## src/rtl/sio_pkg.sv

```systemverilog
package sio_pkg;
  localparam int SEL_W = 2;
  localparam logic [SEL_W-1:0] PORT_CTL  = 2'd0;
  localparam logic [SEL_W-1:0] PORT_CFG  = 2'd1;
  localparam logic [SEL_W-1:0] PORT_DATA = 2'd2;

  typedef struct packed {
    logic [1:0] len_code;
    logic       two_stop;
    logic       par_off;
    logic       even_par;
  } sio_fmt_t;

  localparam sio_fmt_t FMT_RESET = '{len_code: 2'd3, two_stop: 1'b0,
                                     par_off: 1'b1, even_par: 1'b0};
endpackage

```

## src/rtl/sio_cfg_regs.sv

```systemverilog
module sio_cfg_regs
  import sio_pkg::*;
(
  input  logic       clk,
  input  logic       rst_n,
  input  logic       ctl_we,
  input  logic       ctl_load_bit,
  input  logic       cfg_we,
  input  logic [7:0] cfg_wdata,
  output sio_fmt_t   fmt,
  output logic       rts,
  output logic       dtr,
  output logic       brk
);
  logic load_en;

  always_ff @(posedge clk or negedge rst_n) begin
    if (!rst_n) begin
      load_en <= 1'b0;
    end else if (ctl_we) begin
      load_en <= ctl_load_bit;
    end
  end

  always_ff @(posedge clk or negedge rst_n) begin
    if (!rst_n) begin
      fmt <= FMT_RESET;
    end else if (cfg_we && load_en) begin
      fmt.len_code <= {cfg_wdata[5], cfg_wdata[6]};
      fmt.two_stop <= cfg_wdata[4];
      fmt.par_off  <= cfg_wdata[3];
      fmt.even_par <= cfg_wdata[7];
    end
  end

  always_ff @(posedge clk or negedge rst_n) begin
    if (!rst_n) begin
      rts <= 1'b0;
      dtr <= 1'b0;
      brk <= 1'b0;
    end else if (cfg_we && !load_en) begin
      rts <= cfg_wdata[0];
      dtr <= cfg_wdata[1];
      brk <= cfg_wdata[2];
    end
  end
endmodule

```

## src/rtl/sio_read_mux.sv

```systemverilog
module sio_read_mux
  import sio_pkg::*;
(
  input  logic             clk,
  input  logic             rst_n,
  input  logic             rd,
  input  logic [SEL_W-1:0] sel,
  input  logic [7:0]       rx_byte,
  input  logic             rx_avail,
  input  logic             tx_empty,
  input  logic             overrun,
  input  logic             frame_err,
  input  logic             par_err,
  input  logic             cts,
  input  logic             dsr,
  input  logic             dcd,
  input  logic             ri,
  input  logic             rxd,
  output logic [7:0]       rdata
);
  logic [7:0] status_byte;
  logic [7:0] modem_byte;
  logic [7:0] next_byte;

  assign status_byte = {rx_avail, tx_empty, overrun, frame_err, par_err, 3'b111};
  assign modem_byte  = {cts, dsr, dcd, ri, 2'b00, rxd, 1'b0};

  always_comb begin
    unique case (sel)
      PORT_CTL:  next_byte = modem_byte;
      PORT_CFG:  next_byte = status_byte;
      PORT_DATA: next_byte = rx_byte;
      default:   next_byte = 8'h00;
    endcase
  end

  always_ff @(posedge clk or negedge rst_n) begin
    if (!rst_n) begin
      rdata <= 8'h00;
    end else if (rd) begin
      rdata <= next_byte;
    end
  end
endmodule

```

## src/rtl/sio_data_strobes.sv

```systemverilog
module sio_data_strobes (
  input  logic       clk,
  input  logic       rst_n,
  input  logic       rd_hit,
  input  logic       wr_hit,
  input  logic [7:0] wdata,
  output logic       rx_ack,
  output logic       tx_load,
  output logic [7:0] tx_byte
);
  always_ff @(posedge clk or negedge rst_n) begin
    if (!rst_n) begin
      rx_ack  <= 1'b0;
      tx_load <= 1'b0;
      tx_byte <= 8'h00;
    end else begin
      rx_ack  <= rd_hit;
      tx_load <= wr_hit;
      if (wr_hit) begin
        tx_byte <= wdata;
      end
    end
  end
endmodule

```

## src/rtl/sio_regfront.sv

```systemverilog
module sio_regfront
  import sio_pkg::*;
(
  input  logic             clk,
  input  logic             rst_n,
  input  logic [SEL_W-1:0] cpu_sel,
  input  logic             cpu_wr,
  input  logic             cpu_rd,
  input  logic [7:0]       cpu_wdata,
  output logic [7:0]       cpu_rdata,
  input  logic [7:0]       core_rx_byte,
  input  logic             core_rx_avail,
  input  logic             core_tx_empty,
  input  logic             core_overrun,
  input  logic             core_frame_err,
  input  logic             core_par_err,
  input  logic             mdm_cts,
  input  logic             mdm_dsr,
  input  logic             mdm_dcd,
  input  logic             mdm_ri,
  input  logic             mdm_rxd,
  output logic [1:0]       fmt_len_code,
  output logic             fmt_two_stop,
  output logic             fmt_par_off,
  output logic             fmt_even_par,
  output logic             hs_rts,
  output logic             hs_dtr,
  output logic             hs_brk,
  output logic             rx_ack,
  output logic             tx_load,
  output logic [7:0]       tx_byte
);
  sio_fmt_t fmt_q;
  logic     ctl_we;
  logic     cfg_we;
  logic     data_wr;
  logic     data_rd;

  assign ctl_we  = cpu_wr && (cpu_sel == PORT_CTL);
  assign cfg_we  = cpu_wr && (cpu_sel == PORT_CFG);
  assign data_wr = cpu_wr && (cpu_sel == PORT_DATA);
  assign data_rd = cpu_rd && (cpu_sel == PORT_DATA);

  sio_cfg_regs u_cfg (
    .clk          (clk),
    .rst_n        (rst_n),
    .ctl_we       (ctl_we),
    .ctl_load_bit (cpu_wdata[1]),
    .cfg_we       (cfg_we),
    .cfg_wdata    (cpu_wdata),
    .fmt          (fmt_q),
    .rts          (hs_rts),
    .dtr          (hs_dtr),
    .brk          (hs_brk)
  );

  sio_read_mux u_rmux (
    .clk       (clk),
    .rst_n     (rst_n),
    .rd        (cpu_rd),
    .sel       (cpu_sel),
    .rx_byte   (core_rx_byte),
    .rx_avail  (core_rx_avail),
    .tx_empty  (core_tx_empty),
    .overrun   (core_overrun),
    .frame_err (core_frame_err),
    .par_err   (core_par_err),
    .cts       (mdm_cts),
    .dsr       (mdm_dsr),
    .dcd       (mdm_dcd),
    .ri        (mdm_ri),
    .rxd       (mdm_rxd),
    .rdata     (cpu_rdata)
  );

  sio_data_strobes u_strb (
    .clk     (clk),
    .rst_n   (rst_n),
    .rd_hit  (data_rd),
    .wr_hit  (data_wr),
    .wdata   (cpu_wdata),
    .rx_ack  (rx_ack),
    .tx_load (tx_load),
    .tx_byte (tx_byte)
  );

  assign fmt_len_code = fmt_q.len_code;
  assign fmt_two_stop = fmt_q.two_stop;
  assign fmt_par_off  = fmt_q.par_off;
  assign fmt_even_par = fmt_q.even_par;
endmodule

```

## config.mk

```make
export PLATFORM = sky130hd
export DESIGN_NAME = sio_regfront
export DESIGN_NICKNAME = d
export VERILOG_FILES = /design/src/rtl/sio_pkg.sv /design/src/rtl/sio_cfg_regs.sv /design/src/rtl/sio_read_mux.sv /design/src/rtl/sio_data_strobes.sv /design/src/rtl/sio_regfront.sv
export SDC_FILE = /design/constraint.sdc
export NUM_CORES = 1
export LEC_CHECK = 0
export ABC_CLOCK_PERIOD_IN_PS = 3100
export CAP_MARGIN = 15
export CORE_MARGIN = 2
export CORE_UTILIZATION = 55
export CTS_CLUSTER_DIAMETER = 40
export DETAILED_ROUTE_END_ITERATION = 10
export DONT_BUFFER_PORTS = 1
export PLACE_DENSITY_LB_ADDON = 0.3
export SLEW_MARGIN = 10
export SYNTH_ARGS = -nofsm -noshare
export SYNTH_HDL_FRONTEND = slang
export SYNTH_SLANG_ARGS = --single-unit
```

## constraint.sdc

```tcl
create_clock -name clk -period 3.1 [get_ports clk]
set_input_delay 0.93 -clock clk [delete_from_list [all_inputs] [get_ports clk]]
set_output_delay 0.93 -clock clk [all_outputs]
set_load 0.02 [all_outputs]
```

==> impl_results.md, run 1 <==
* Status: finished, final reports clean
* Final design instance area without fill at approximately 0.0012 sq mm
* # diodes at 0
* Synth Area in Simple Gates at 10.05%
* ANT nets after route at 0
* Compound-Gate Fraction of Synth Area at between 8 and 9%
* Number of I/O pins at between 50 and 60
* Die ar. at approximately 0.0026 sq mm
* Register area at 679.4 sq um
* Via density at a little under 6
* Synth Area in Adders at 0%
* Placed cell area at ~0.0012 sq mm
* Grt ovf at 0
* Crit path max fanout at 2
* Fill cells at 154
* CP endpoint kind: output pin
* Largest net degree at the start of global routing at 28
* Worst skew pair latency at around 0.31 ns
* Seq/Total Area, Yosys at ~57%
* Port Buffers at 0
* DR pass1 iterations at 4
* Crit share post-route at about three fifths
* Post-Synth XOR/XNOR Area at 0%
* Fmax at roughly 0.54 GHz
* CTS Buf Count at 3
* Wire per inst at between 15 and 20 um
* Worst Setup Start Kind: flip-flop
* Worst Path Arrival at between 0.9 and 1 ns
* Synth unique cells at 25
* Clk sinks at 27
* Total track usage at between 10% and 20%
* Area of the multi-input gates at ~490 sq um
* Clock Skews at 0.001955 ns
* Critical path class: flip-flop to output pin
* Final setup fails at 0
* Nets at between 100 and 150
* Pwr Density at between 600 and 700 mW/mm^2
* Die X-Extent at a little over 50 um
* Initial antenna violation count at 0
* Slew @ Worst Pin at between 0.2 and 0.25 ns
* Relative slew margins at roughly 84%
* Post-CTS setup buffer count at 0
* Leakage at 0.5572 nW
* #FFs+latches synth at 27
* H-tree Lvls at 1
* Avg Synthesized Cell Area at between 10 and 15 sq um
* Mux share of post-synthesis cell area at approximately 23%
* Via count at ~670
* RSZ-0062 raised after global routing: no
* Die Span Y at 50.61 um
* Max-slew violation count at 0
* Layout cells sized above 1 at 23.26%
* DRT Wirelength at about 2100 um
* Yosys warning count at 0
* Crit path time final at approximately 1.9 ns
* Starting Density at between 50% and 60%
* Most frequent cells in the layout: 24 x dfrtp_1, 9 x mux2_1, 8 x mux2_4, 6 x a21oi_1
* Syn Nets at 118
* Most common cell after layout, fill and taps aside: dfrtp_1
* DPL Wire Length at around 1600 um
* Syn-to-layout area delta at 3.350%
* Core ar. at 0.002002 sq mm
* PostCTS Resize Cnt at 0
* Max-cap violation count at 0
* Drt drc at 0
* Final hold violation count at 0
* Hold Path Class: input pin to asynchronous set/reset pin
* Iter 0 DRT Violations at 7
* CTS Root Cell: clkbuf_4
* First-pass GRT wire length at around 3200 um
* Cells after Synth at between 80 and 90
* Fin Setup TNS at 0 ns
* Bufs on Longest Clock Path at 2
* TritonCTS clock tree: built
* Largest family of logic cells by synthesized area: multiplexers
* Vias in the first global route at slightly below 700
* RePlAce Congestion at 0.6413
* Worst IR Drop VDD at 0.4162 mV
* Synthesized area at between 0.001 and 0.0015 sq mm
* Clk pin slew, worst setup/hold paths at roughly 0.14 ns
* Required @ worst endpoint at 2.17 ns
* Hold-fix buffers at CTS at 0
* Rows at 16
==> layer usage <==
metal | part of all wire (%) | track usage (%) | vias up
met5 | 0 | 0 | -
met4 | 0.58 | 5.405 | 0
li1 | - | - | 307
met1 | 39 | 19.65 | 325
met3 | 9.7 | 5.357 | 2
met2 | 51 | 29.82 | 31
==> sequential cells by signal, summed over array words and instances (netlist names) <==
register	count
u_cfg.dtr	1
u_strb.tx_byte	8
u_rmux.rdata	8
u_cfg.load_en	1
u_cfg.fmt	5
u_strb.rx_ack	1
u_strb.tx_load	1
u_cfg.brk	1
u_cfg.rts	1
==> worst paths after layout <==
check | startpoint | to | slack, ns | cells after the start
setup / recovery | u_cfg.fmt[4] | fmt_len_code[1] | 1.24 | 0
hold / removal | rst_n | u_cfg.brk | 0.29 | 0
setup reg to reg | u_cfg.load_en | u_cfg.brk | 1.96 | 2
hold reg to reg | u_cfg.load_en | u_cfg.load_en | 0.55 | 1
max in group asynchronous | rst_n | u_cfg.fmt[4] | 2.64 | 0
min in group clk | u_cfg.load_en | u_cfg.load_en | 0.55 | 1
==> layout make-up <==
class,count,area share [%]
clock buffers,3,1.824
clock inverters,1,0.4053
inverters,1,0.3040
multi-input cells,54,39.72
flip-flops and latches,27,55.02
well taps,27,2.736
==> cell families after synthesis <==
| group | after synthesis |
|---|---|
| DFF | 27 |
| and+or+nand+nor | 17 |
| buffers and inverters | 5 |
| AOI/OAI and AO/OA | 15 |
| muxes | 22 |
==> metrics by stage <==
step                total power, mW  cells  util, %  setup slack, ns  hold slack (ns)
finish                       0.8042    113    61.69            1.243           0.2904
global route                 0.8399    113    61.69            1.205           0.2590
detailed placement           0.6710    109    60.31            1.283           0.5243
global placement             0.6620    109    60.31            1.322           0.5126
floorplan                    0.6514     86        -            1.353           0.5000
CTS                          0.8158    113    61.69            1.223           0.2750
==> cells in the mapped netlist <==
cell type	number	area share, %
nand2_1	1	0.31
a22oi_1	1	0.63
and2_1	1	0.52
mux2_1	9	8.5
dfrtp_1	24	50
mux2_2	1	0.94
and3b_1	1	0.73
nand3_2	1	0.84
nor3_1	1	0.42
buf_4	1	0.63
nor2_1	4	1.3
a21oi_1	6	2.5
mux2i_1	4	3.4
o211ai_1	4	2.5
clkbuf_1	1	0.31
and2b_4	1	0.84
nand2b_1	1	0.52
o21a_1	4	2.5
inv_1	1	0.31
nand3b_1	4	2.5
dfstp_2	3	6.6
buf_2	2	0.84
nand2_4	1	0.94
nor2b_4	1	1.2
mux2_4	8	10
==> report_power, final <==
part           total, mW  leakage [nW]  switching, mW  internal (mW)
clock              0.144        0.0177         0.0962         0.0481
combinational     0.0927         0.222         0.0280         0.0647
sequential         0.567         0.318          0.134          0.433
total              0.804         0.557          0.258          0.546
No activity file was read; power rests on OpenSTA's default activity.
==> inputs of run 2 (changes only) <==
- ABC_AREA: not set -> 1
- ABC_CLOCK_PERIOD_IN_PS: 3100 -> 1750
- clock period: 3.1 -> 1.75 ns (I/O delays scaled with it)
==> run 2 against run 1 <==
Against the previous run:
- sequential power is 68% higher
- hold slack worse by 0.26 ns
- cell area is 1.3% lower
- utilization is 0.20 points lower
- register-to-register slack worse by 1.2 ns
- sequential cell count stayed put
- critical path type unchanged
==> impl_results.md, run 2 <==
* TritonCTS clock tree: built
* Largest net degree at the start of global routing at 25
* DR pass1 iterations at 4
* Max-cap violation count at 0
* Max-slew violation count at 0
* Most common cell after layout, fill and taps aside: nand2_1
* CTS Root Cell: clkbuf_4
* Drt drc at 0
* H-tree Lvls at 1
* Iter 0 DRT Violations at 14
* First-pass GRT wire length at a little over 4000 um
* Slew @ Worst Pin at about 0.60 ns
* Synth unique cells at 16
* Required @ worst endpoint at roughly 1.2 ns
* Via count at between 800 and 900
* Die X-Extent at ~50 um
* Initial antenna violation count at 0
* Hold Slack at 0.03222 ns
* Post-Synth XOR/XNOR Area at 0%
* #FFs+latches synth at 27
* Yosys warning count at 0
* Synth top cells by count: 45 x nand2_1, 24 x dfrtp_1, 18 x nand3_1
* Bufs on Longest Clock Path at 2
* Core ar. at slightly below 0.002 sq mm
* Worst R2R End: u_cfg.rts
* Worst Path Arrival at 0.93 ns
* Async SR Flop Fraction at 100.0%
* Fmax at 0.6867 GHz
* Worst IR Drop VDD at 0.6158 mV
* Grt peak-use layer: met2
* Top cells by area, synth: dfrtp_1 52%, nand2_1 15%, nand3_1 7.8%, dfstp_2 6.8%, o21ai_0 4.3%
* Final core occ at 61.49%
* Met1 Use GR at 25.65%
* Total track usage at between 20% and 30%
* Number of I/O pins at 58
* Total Power at ~1.4 mW
* GR Util met2 at around 34%
* Seq/Total Area, Yosys at roughly three fifths
* Most common cell in the netlist: nand2_1
* Die Span Y at around 50 um
* DPL Wire Length at around 1800 um
* Status: finished, final reports clean
* Hold Path Class: input pin to asynchronous set/reset pin
* Syn Nets at between 150 and 200
* Cells after Synth at between 100 and 150
* Nets at 167
* Crit share post-route at 83.21%
* Area leader, netlist: dfrtp_1
* Die ar. at 0.002492 sq mm
* Synth Area in Adders at 0%
* Avg Synthesized Cell Area at 8.787 sq um
* Rows at 16
* Synth Area in Simple Gates at between 20% and 30%
* Layout cells sized above 1 at between 10% and 20%
* Compound-Gate Fraction of Synth Area at approximately 7.8%
* Clk pin slew, worst setup/hold paths at 0.14 ns
* Final hold violation count at 0
* CTS Buf Count at 3
* Largest regs: u_rmux.rdata (8), u_strb.tx_byte (8), u_cfg.fmt (5)
* Clk sinks at 27
* Pwr Density at 1114 mW/mm^2
* Largest family of logic cells by synthesized area: simple AND/OR/NAND/NOR gates
* Port Buffers at 0
* Grt ovf at 0
* Leakage at 0.6159 nW
* Vias in the first global route at 939
* RePlAce Congestion at 0.8284
* Post-synth EDFFs at 0
* Yosys top cell area share at 51.78%
* Mux share of post-synthesis cell area at 0%
* Critical path class: flip-flop to output pin
* DP Worst Slack at between 0.5 and 0.6 ns
* Worst Setup SP: u_cfg.fmt[3]
* Fin Setup TNS at 0 ns
* Most frequent cells in the layout: 45 x nand2_1, 24 x dfrtp_1, 18 x nand3_1, 11 x inv_1, 10 x o21ai_0
* R2R depth at 3
* CP endpoint kind: output pin
* Worst Setup Start Kind: flip-flop
* # diodes at 0
* DRT Wirelength at between 2000 and 2500 um
* Starting Density at 58.52%
* Relative slew margins at 59.71%
* Met3 usage at around 6.7%
* Crit path time final at between 1 and 1.5 ns
* Crit path max fanout at 2
* ANT nets after route at 0
* Final setup fails at 0
* Reg2reg setup slack at 0.80 ns
* Top_reg_cell synth: dfrtp_1
* RSZ-0062 raised after global routing: no
* Final Worst Setup Slack at 0.2937 ns
* Worst skew pair latency at 0.31 ns
* Syn-to-layout area delta at 5.070%
* Critical R2R Launch: u_cfg.load_en
* Wire per inst at 14.40 um
* Clock Skews at around 0.0031 ns
* Synthesized area at roughly 0.0012 sq mm
* Via density at 5.342
[run 2: what timing repair did]
action	CTS	global route
setup buffers	0	0
resized for setup	0	0
endpoints found under the hold margin	24	0
hold buffers	1	0
setup endpoints to repair	0	0
[run 2: metrics by stage]
| step | area, sq um | instances |
|---|---|---|
| after global placement | 1166 | 155 |
| final | 1219 | 161 |
| after CTS | 1204 | 160 |
| after global routing | 1219 | 161 |
| after floorplan | 1160 | 132 |
| after detailed placement | 1166 | 155 |
[run 2: logic make-up after synthesis]
family	after synthesis
AOI/OAI and AO/OA	18
buffers and inverters	18
and+or+nand+nor	69
DFF	27
[run 2: how the worst max path moves through the flow]
stage	end	slack [ns]	cells past startpoint
after detailed placement	u_strb.tx_byte[2]	0.52	4
after global routing	fmt_len_code[0]	0.26	0
after CTS	u_rmux.rdata[7]	0.21	1
final	fmt_len_code[0]	0.29	0
after floorplan	u_strb.tx_byte[6]	0.46	6
after global placement	u_strb.tx_byte[1]	0.55	4
[run 2: layout make-up]
type	count	area [sq um]
sequential	27	679.4
tap	27	33.78
multi-input combinational	87	397.9
timing repair buffer	2	25.02
inverter	14	55.05
clock inverter	1	5.005
clock buffer	3	22.52
fill	186	763.2
[run 2: layer usage]
metal	routed length [um]	part of all wire [%]	vias up
met3	211	9.1	3
met5	0	0	-
met2	1081	47	42
met1	990	43	384
met4	34	1.5	0
li1	-	-	431
[run 2: power breakdown]
part / leakage (nW) / switching, mW / internal (mW)
registers: 0.335 / 0.208 / 0.747
logic: 0.263 / 0.0858 / 0.0627
clock network: 0.0177 / 0.170 / 0.0853
==> inputs of run 3 (changes only) <==
- ABC_CLOCK_PERIOD_IN_PS: 1750 -> 1400
- clock period: 1.75 -> 1.4 ns (I/O delays scaled with it)
==> run 3 against run 2 <==
Against the previous run:
- sequential share of layout area down 0.23 points
- critical path type unchanged
- hold slack better by 0.19 ns
- final cell count unchanged
- setup slack worse by 0.25 ns
- largest power group unchanged
- utilization up 0.25 points
- cell area up 0.41%
==> impl_results.md, run 3 (synthesis gave the netlist of run 2 again) <==
* Status: finished, final reports clean
* Switch share at about a third
* Clk sinks at 27
* Most common cell after layout, fill and taps aside: nand2_1
* Via count at 884
* Post-CTS setup buffer count at 0
* RSZ-0062 raised after global routing: no
* Iter 0 DRT Violations at 10
* Max-cap violation count at 0
* DPL Wire Length at ~1700 um
* Clock Power Share at 18.6%
* Layout cells sized above 1 at between 10% and 20%
* DR pass1 iterations at 4
* Vias in the first global route at roughly 960
* Sequential Power Share at 70.3%
* Total track usage at 20.78%
* Crit path time final at ~1.4 ns
* # diodes at 0
* Required @ worst endpoint at 0.98 ns
* Slew @ Worst Pin at ~0.32 ns
* Grt ovf at 0
* Hold Path Class: input pin to flip-flop
* Critical R2R Launch: u_cfg.load_en
* Rows at 16
* Die X-Extent at 49.92 um
* Starting Density at 58.52%
* R2R depth at 3
* Crit share post-route at about 97%
* H-tree Lvls at 1
* Largest net degree at the start of global routing at 28
* Die Span Y at 49.92 um
* Internal power at 1.120 mW
* Bufs on Longest Clock Path at 2
* Final Worst Setup Slack at ~0.048 ns
* ANT nets after route at 0
* Last element of the critical path: fmt_len_code[0]
* Critical path class: flip-flop to output pin
* Number of I/O pins at 58
* Clk pin slew, worst setup/hold paths at ~0.14 ns
* Fin Setup TNS at 0 ns
* Worst IR Drop VDD at around 0.8 mV
* Relative slew margins at 78.72%
* Final design instance area without fill at approximately 0.0012 sq mm
* Most frequent cells in the layout: 45 x nand2_1, 24 x dfrtp_1, 18 x nand3_1, 11 x inv_1, 10 x o21ai_0
* Pwr Density at 1387 mW/mm^2
* Crit path depth at 0
* Port Buffers at 0
* Syn-to-layout area delta at 5.501%
* Via density at 5.491
* Largest regs: u_rmux.rdata (8), u_strb.tx_byte (8), u_cfg.fmt (5)
* CP endpoint kind: output pin
* Final setup fails at 0
* Worst Path Arrival at between 0.9 and 1 ns
* DP Worst Slack at between 0.2 and 0.3 ns
* Nets at about 170
* DRT Wirelength at ~2200 um
* Worst Setup SP: u_cfg.fmt[3]
* PostCTS Resize Cnt at 0
* Reg2reg setup slack at 0.45 ns
* RePlAce Congestion at between 0.8 and 0.9
* Max-slew violation count at 0
* TritonCTS clock tree: built
* Crit path max fanout at 2
* Initial antenna violation count at 0
* Core ar. at approximately 0.0020 sq mm
* Leakage at 0.6179 nW
* Total Power at between 1.5 and 2 mW
* Net Switching at approximately 0.58 mW
* First-pass GRT wire length at 4029 um
* Wire per inst at between 10 and 15 um
* Worst R2R End: u_cfg.rts
* Placed cell area at around 0.0012 sq mm
* Comb pwr share at about 11%
* Worst Setup Start Kind: flip-flop
* Clock Skews at roughly 0.0066 ns
* Worst skew pair latency at 0.31 ns
* Die ar. at between 0.002 and 0.0025 sq mm
* CTS Root Cell: clkbuf_4
* CTS Buf Count at 3
* Drt drc at 0
* Final hold violation count at 0
* Fmax at 0.7399 GHz
## run 3: cell count changes in the layout (fill, tap and decap cells not counted)
| cell | previous run | this run |
|---|---|---|
| buf_12 | 0 | 1 |
| buf_8 | 1 | 0 |
## run 3: power by group through the flow
stage | registers (mW) | logic, mW | clock network (mW)
2_1_floorplan | 1.18 | 0.158 | 0
3_3_place_gp | 1.21 | 0.160 | 0
3_5_place_dp | 1.21 | 0.170 | 0
4_1_cts | 1.20 | 0.194 | 0.329
5_1_grt | 1.21 | 0.233 | 0.365
6_report | 1.19 | 0.189 | 0.315
## run 3: worst min-delay path by stage
stage / from / end / slack [ns] / depth (start not counted)
final: cpu_rd / u_rmux.rdata[4] / 0.22 / 2
after global routing: cpu_rd / u_rmux.rdata[4] / 0.20 / 2
after CTS: cpu_rd / u_rmux.rdata[7] / 0.21 / 2
after detailed placement: rst_n / u_strb.tx_load / 0.12 / 0
after global placement: rst_n / u_strb.rx_ack / 0.12 / 0
after floorplan: rst_n / u_cfg.brk / 0.12 / 0
## run 3: area by class of cell
class,instances,area (sq um)
clock inverters,1,5.005
flip-flops and latches,27,679.4
repair buffers,2,30.03
fillers,178,758.2
clock buffers,3,22.52
well taps,27,33.78
inverters,14,55.05
multi-input cells,87,397.9
## run 3: repair_timing
item,in CTS,in global routing
hold buffers,2,0
hold endpoints to repair,27,0
setup endpoints to repair,0,0
## run 3: stage by stage
step / utilization [%] / hold WS, ns / cells
after global routing: 61.74 / 0.2031 / 161
after floorplan: - / 0.1244 / 132
after global placement: 58.84 / 0.1250 / 155
final: 61.74 / 0.2180 / 161
after detailed placement: 58.84 / 0.1250 / 155
after CTS: 61.74 / 0.2111 / 161
## run 3: per-layer routing
metal	part of all wire [%]	vias up	global-route usage, %
li1	-	431	-
met1	43	409	26.29
met2	49	42	34.00
met3	7.6	2	5.455
met4	0.67	0	7.870
met5	0	-	0
